[config.mk]
export PLATFORM = sky130hd
export DESIGN_NAME = segmap_top
export DESIGN_NICKNAME = d
export VERILOG_FILES = /design/src/rtl/segmap_pkg.sv /design/src/rtl/segmap_decode.sv /design/src/rtl/segmap_port.sv /design/src/rtl/segmap_xlate.sv /design/src/rtl/segmap_top.sv
export SDC_FILE = /design/constraint.sdc
export NUM_CORES = 1
export LEC_CHECK = 0
export BUFFER_PORTS_ARGS = -buffer_cell sky130_fd_sc_hd__buf_2
export CORE_MARGIN = 2
export CORE_UTILIZATION = 45
export CTS_CLUSTER_SIZE = 30
export DETAILED_ROUTE_END_ITERATION = 7
export PLACE_DENSITY = 0.69
export RECOVER_POWER = 100
export SLEW_MARGIN = 15
export SYNTH_ARGS = -nofsm -noshare
export SYNTH_HDL_FRONTEND = slang
export SYNTH_HIERARCHICAL = 1
export SYNTH_SLANG_ARGS = --single-unit
[constraint.sdc]
create_clock -name clk -period 1.5 [get_ports clk]
set_input_delay 0.3 -clock clk [delete_from_list [all_inputs] [get_ports clk]]
set_output_delay 0.3 -clock clk [all_outputs]
set_load 0.02 [all_outputs]
[src/rtl/segmap_pkg.sv]
package segmap_pkg;
  localparam int DW     = 8;
  localparam int OFF_W  = 14;
  localparam int BLK_W  = 4;
  localparam int PHYS_W = BLK_W + OFF_W;
  localparam int NPORT  = 2;
  localparam int SEL_BIT = 2;

  // pin level: output bits drive data, input bits float high
  function automatic logic [DW-1:0] pin_level(input logic [DW-1:0] dir,
                                              input logic [DW-1:0] dat);
    return dat | ~dir;
  endfunction

  // block for a CPU segment, chosen so all-high pins give 12..15
  function automatic logic [BLK_W-1:0] seg_block(input logic [DW-1:0] pa,
                                                 input logic [DW-1:0] pb,
                                                 input logic [1:0]    seg);
    case (seg)
      2'd0:    return pa[3:0] ^ 4'h3;
      2'd1:    return pa[7:4] ^ 4'h2;
      2'd2:    return {pb[5:4], pb[1:0] ^ 2'b01};
      default: return {pb[5:4], pb[3:2]};
    endcase
  endfunction

  // video: quarter from port B, windows fill it in reverse order
  function automatic logic [BLK_W-1:0] vid_block(input logic [DW-1:0] pb,
                                                 input logic [1:0]    win);
    return {pb[7:6], ~win};
  endfunction
endpackage

[src/rtl/segmap_decode.sv]
module segmap_decode
  import segmap_pkg::*;
(
  input  logic             io_page_n,
  input  logic             wr_en,
  input  logic             addr_hi,
  input  logic [1:0]       reg_idx,
  output logic             sel,
  output logic [NPORT-1:0] wr_win,
  output logic [NPORT-1:0] wr_ctl
);
  assign sel = ~io_page_n & addr_hi;

  always_comb begin
    wr_win = '0;
    wr_ctl = '0;
    if (sel && wr_en) begin
      if (reg_idx[0]) wr_ctl[reg_idx[1]] = 1'b1;
      else            wr_win[reg_idx[1]] = 1'b1;
    end
  end
endmodule

[src/rtl/segmap_port.sv]
module segmap_port
  import segmap_pkg::*;
(
  input  logic          clk,
  input  logic          rst_n,
  input  logic          wr_win,
  input  logic          wr_ctl,
  input  logic [DW-1:0] wdata,
  output logic [DW-1:0] pin,
  output logic [DW-1:0] rd_win,
  output logic [DW-1:0] rd_ctl
);
  logic [DW-1:0] dir_q, dat_q, ctl_q;

  always_ff @(posedge clk) begin
    if (!rst_n) begin
      dir_q <= '0;
      dat_q <= '0;
      ctl_q <= '0;
    end else begin
      if (wr_ctl) ctl_q <= wdata;
      if (wr_win && !ctl_q[SEL_BIT]) dir_q <= wdata;
      if (wr_win &&  ctl_q[SEL_BIT]) dat_q <= wdata;
    end
  end

  assign pin    = pin_level(dir_q, dat_q);
  assign rd_win = ctl_q[SEL_BIT] ? pin : dir_q;
  assign rd_ctl = ctl_q;
endmodule

[src/rtl/segmap_xlate.sv]
module segmap_xlate
  import segmap_pkg::*;
(
  input  logic [15:0]       cpu_addr,
  input  logic [15:0]       vid_addr,
  input  logic              video_cycle,
  input  logic [DW-1:0]     pin_a,
  input  logic [DW-1:0]     pin_b,
  output logic [PHYS_W-1:0] phys_addr
);
  logic [BLK_W-1:0] cpu_blk, vid_blk;

  assign cpu_blk = seg_block(pin_a, pin_b, cpu_addr[15:14]);
  assign vid_blk = vid_block(pin_b, vid_addr[15:14]);

  assign phys_addr = video_cycle ? {vid_blk, vid_addr[OFF_W-1:0]}
                                 : {cpu_blk, cpu_addr[OFF_W-1:0]};
endmodule

[src/rtl/segmap_top.sv]
module segmap_top
  import segmap_pkg::*;
(
  input  logic              clk,
  input  logic              rst_n,
  input  logic              io_page_n,
  input  logic              wr_en,
  input  logic [15:0]       cpu_addr,
  input  logic [DW-1:0]     wdata,
  output logic [DW-1:0]     rdata,
  input  logic              video_cycle,
  input  logic [15:0]       vid_addr,
  output logic [PHYS_W-1:0] phys_addr
);
  logic             reg_sel;
  logic [NPORT-1:0] wr_win, wr_ctl;
  logic [DW-1:0]    pin_v [NPORT];
  logic [DW-1:0]    rwin_v [NPORT];
  logic [DW-1:0]    rctl_v [NPORT];
  logic             wr_hit;
  logic [DW-1:0]    pin_a, pin_b;

  segmap_decode u_dec (
    .io_page_n (io_page_n),
    .wr_en     (wr_en),
    .addr_hi   (cpu_addr[7]),
    .reg_idx   (cpu_addr[1:0]),
    .sel       (reg_sel),
    .wr_win    (wr_win),
    .wr_ctl    (wr_ctl)
  );

  for (genvar p = 0; p < NPORT; p++) begin : g_port
    segmap_port u_port (
      .clk    (clk),
      .rst_n  (rst_n),
      .wr_win (wr_win[p]),
      .wr_ctl (wr_ctl[p]),
      .wdata  (wdata),
      .pin    (pin_v[p]),
      .rd_win (rwin_v[p]),
      .rd_ctl (rctl_v[p])
    );
  end

  assign wr_hit = |{wr_win, wr_ctl};
  assign pin_a  = pin_v[0];
  assign pin_b  = pin_v[1];

  always_comb begin
    rdata = '0;
    if (reg_sel)
      rdata = cpu_addr[0] ? rctl_v[cpu_addr[1]] : rwin_v[cpu_addr[1]];
  end

  segmap_xlate u_xl (
    .cpu_addr    (cpu_addr),
    .vid_addr    (vid_addr),
    .video_cycle (video_cycle),
    .pin_a       (pin_a),
    .pin_b       (pin_b),
    .phys_addr   (phys_addr)
  );
endmodule

## Word level (Yosys, flattened, before mapping)

Cells that the tools add are included.

| word-level totals | value |
|---|---|
| flip-flop bits (word level) | 48 |
| input port bits | 45 |

| operators by class | value |
|---|---|
| magnitude comparators | 3 |
| equal/unequal tests | 2 |
| mux-type cells | 18 |
| bitwise gates (word level) | 11 |
| reductions and logical operators | 9 |

Operators by type and width:

| cell | count |
|---|---|
| $mux W8 | 10 |
| $mux W18 | 1 |
| $not A8 Y8 | 2 |
| $or A8 B8 Y8 | 2 |
| $pmux W4 S3 | 1 |
| $mux W2 | 4 |
| $logic_and A1 B1 Y1 | 6 |
| $not A2 Y2 | 2 |
| $not A1 Y1 | 3 |
| $eq A2 B1 Y1 const B | 1 |
| $eq A2 B2 Y1 const B | 1 |
| $ge A2 B2 Y1 const B | 1 |
| $logic_not A1 Y1 | 2 |
| $logic_not A2 Y1 | 1 |
| $lt A1 B2 Y1 const B | 1 |
| $not A1 Y2 | 1 |
| $and A1 B1 Y1 | 1 |
| $demux W1 S1 | 1 |
| $ge A1 B1 Y1 const B | 1 |
| $mux W1 | 1 |

## Logic depth before layout (Yosys ltp)

| depth | value |
|---|---|
| depth after elaboration | 8 |
| depth in mapped cells | 5 |
| mapped depth without buffers | 4 |

## Modules after synthesis

Netlist, hierarchy kept.

By module, submodules not included:

| module | instances | cells an instance | area each (µm²) | seq. area each (µm²) |
|---|---|---|---|---|
| segmap_port | 2 | 117 | 1084.8 | 480.5 |
| segmap_xlate | 1 | 38 | 327.8 | 0.0 |
| segmap_top | 1 | 29 | 255.2 | 0.0 |
| segmap_decode | 1 | 5 | 55.1 | 0.0 |

## Least setup slack after synthesis

Ideal clock, no wire load.

| path | value |
|---|---|
| kind | input to output |
| start | input port cpu_addr[14] |
| end | output port phys_addr[14] |
| arrival time | 1.377 ns |
| slack | -0.177 ns |
| stages on the path | 4 |
| path buffers | 1 |
| cells stage by stage | buf_6 -> nor2_1 -> a21oi_1 -> o311ai_0 |

| between the ends | value |
|---|---|
| word-level cells in the longest chain between the ends | 3 |
| elaborated cells between the ends (all ways) | 5 |
| classes of those cells | eq/ne (2); mux (2); reduce/logical (1) |

Ends and longest elaborated chain:

| item | line | text |
|---|---|---|
| start: declaration | segmap_top.sv:8 | `input logic [15:0] cpu_addr,` |
| $eq A2 B2 Y1 (tied with other cells) | segmap_pkg.sv:19 | `case (seg)` |
| $pmux W4 S3 * | segmap_pkg.sv:19 |  |
| $mux W18 * | segmap_xlate.sv:16 | `assign phys_addr = video_cycle ? {vid_blk, vid_addr[OFF_W-1:0]}` |
| end: declaration | segmap_top.sv:13 | `output logic [PHYS_W-1:0] phys_addr` |

Mark *: on every way between the ends. The rest lies on a longest branch, timed or not.

==> results.json <==
{
  "outcome": "finished, violations left",
  "violations": "setup timing",
  "yosys.area.top_type_share": 0.3422,
  "clk_pin_slew_ns": 0.09,
  "rsz0062_at_grt": "true",
  "n_antenna_cell": 0,
  "grt_use_total": 0.1978,
  "dp_hpwl_mm": 5.088,
  "finish.instance_area_um2": 3731,
  "ys_top_cells_by_area": "dfxtp_1 34%, mux2i_1 24%, mux2_2 8.0%",
  "areaGrowthSynthToFinish_pct": 32.89,
  "drv_cap": 0,
  "vias": 2416,
  "syn_inst": 306,
  "ys_ff_latch": 48,
  "yosysTopAreaCell": "dfxtp_1",
  "grt_pass1_vias": 2397,
  "start_util": 0.4687,
  "finalNetCount": 442,
  "multi_input_area_um2": 1874,
  "syn_nets": 351,
  "io_buffer_count": 70,
  "max_freq_ghz": 0.5414,
  "syn_area_per_cell_um2": 9.175,
  "cp_max_fo": 8,
  "antenna_found_initial": 0,
  "cts_buffers": 5,
  "rr_worst_depth": 6,
  "gp_congestion": 0.7763,
  "wl_met3_um": 179,
  "finalHoldViolations": 0,
  "cp-end-kind": "primary output",
  "power.total_uw": 2551,
  "cellPowerDensity_nw_per_um2": 683.6,
  "required_ns": 1.20,
  "cts_num_sinks": 48,
  "synth_top_flop_cell": "dfxtp_1",
  "placedInstanceArea_um2": 3383,
  "min_period_ns": 1.847,
  "drt_iter0_drc": 117,
  "htreeDepth": 2,
  "drc_errors": 0,
  "leakage_uw": 0.001594,
  "synth_edf_count": 0,
  "ys_types": 27,
  "cts_tree": "done",
  "io_pins": 71,
  "min_path_type": "in2reg",
  "min_delay_path_depth": 3,
  "die-height_um": 82.99,
  "fp.dieW_um": 82.99,
  "finClkSkew_ns": 0.009480,
  "syn_area_um2": 2808,
  "critPathKind": "reg2out",
  "worstSetupStartpointType": "register",
  "cts_root_buf": "clkbuf_8",
  "slew_headroom": 0.7841,
  "core_um2": 5991,
  "dr.pass1.iters": 4,
  "ant_nets": 0,
  "slew_viol_final": 0,
  "wl_met2_mm": 3.605,
  "fin_tns_setup_ns": -3.292,
  "layout-drive-gt1-share": 0.4484,
  "yosysWarnings": 6,
  "routed_via_density": 5.119,
  "grt-ovfl-total": 0,
  "wl_met1_mm": 3.211,
  "whs_ns": 0.3040,
  "finalWorstSetupSlack_ns": -0.3472,
  "tightestPinTransition_ns": 0.3239,
  "avgRoutedWirePerCell_um": 15.01,
  "num_rows": 28,
  "arrival_ns": 1.55,
  "clockBufferDepth": 2,
  "nFillCells": 504,
  "min_period_over_period": 1.231,
  "clock_latency_ns": 0.30,
  "grt_pass1_wl_mm": 11.26,
  "ys_seq_area_frac": 0.3422,
  "grt_max_degree": 65,
  "setup_viol": 12,
  "top_layer_used": "met4",
  "vdd_ir_drop_max_uv": 648.6,
  "regArea_um2": 989.7,
  "dieArea_um2": 6887,
  "async_flop_share": 0,
  "wl_mm": 7.087,
  "cts.hold.buffers_added": 0
}
-- placed cells by master, fill, tap and decap left out, types with 4 or more instances in the layout --
master / count
nand2b_4: 9
nand2b_1: 11
dfxtp_2: 17
mux2_4: 7
clkbuf_8: 7
buf_4: 28
nor2b_1: 27
nor2_1: 11
mux2_2: 14
nand2_1: 51
o22ai_1: 8
buf_2: 57
dfxtp_1: 29
clkbuf_2: 8
a21oi_1: 8
a21oi_2: 5
nor2b_4: 4
buf_6: 8
mux2i_1: 64
-- per-stage QoR --
step           std cells  utilization  worst slack [ns]
2_1_floorplan        306            -           0.01812
3_3_place_gp         459       0.5647          -0.07701
3_5_place_dp         459       0.5647           -0.1117
4_1_cts              470       0.6122           -0.3503
5_1_grt              472       0.6228           -0.3938
6_report             472       0.6228           -0.3472
-- per-layer routing --
| layer | global-route usage | vias to the layer above |
|---|---|---|
| met5 | 0 | - |
| met4 | 0.05663 | 0 |
| met3 | 0.03380 | 9 |
| met2 | 0.3394 | 44 |
| met1 | 0.2551 | 1138 |
| li1 | - | 1225 |
-- what timing repair did --
| action | 4_1_cts | 5_1_grt |
|---|---|---|
| pin swaps | 19 | 15 |
| gates resized for setup | 48 | 38 |
| endpoints found under the hold margin | 0 | 0 |
| setup endpoints to repair | 12 | 24 |
| gates cloned | 0 | 0 |
| buffers inserted | 4 | 2 |
-- critical path, stage by stage, from the launching register on --
cell	delay (ns)
dfxtp_2	0.36
buf_6	0.14
mux2_4	0.30
mux2i_1	0.17
o22ai_1	0.10
buf_4	0.17
-- area by class of cell --
cell class                 count  share of cell area
multi-input combinational    237              0.5023
sequential                    48              0.2653
tap                           75             0.02515
inverter                       1            0.001006
timing repair buffer         104              0.1804
clock buffer                   7             0.02582
-- flip-flops by register name, indices dropped and copies added (netlist names) --
signal	cells
g_port.u_port/dat_q	16
g_port.u_port/dir_q	16
g_port.u_port/rd_ctl	16
-- Yosys cell counts, types with 3 or more instances --
cell type  number
dfxtp_1        48
a21oi_1        13
mux2_2         20
mux2i_1        66
nor2b_1        30
o22ai_1         8
nor2_1         14
o21ai_0         3
nand2_1        51
buf_2           8
nand2b_1       20
buf_6           6
-- worst paths after layout --
path | slack [ns] | endpoint | start
worst max-delay path | -0.35 | rdata[7] | g_port[0].u_port/rd_ctl[2]
worst min-delay path | 0.30 | g_port[0].u_port/dir_q[3] | wdata[3]
worst max register to register | 0.08 | g_port[0].u_port/dir_q[2] | g_port[0].u_port/rd_ctl[2]
worst min register to register | 0.46 | g_port[1].u_port/dat_q[0] | g_port[1].u_port/dat_q[0]
-- cell families after synthesis --
logic type	share of synthesized area
AO/OA/AOI/OAI	0.05615
multiplexers	0.3209
AND/OR/NAND/NOR	0.2246
buffers and inverters	0.05615
flip-flops	0.3422
-- power by group --
| part | switching, µW | internal, µW |
|---|---|---|
| clock | 424 | 411 |
| sequential | 10.1 | 1280 |
| combinational | 224 | 199 |
(Power assumes the default switching activity.)
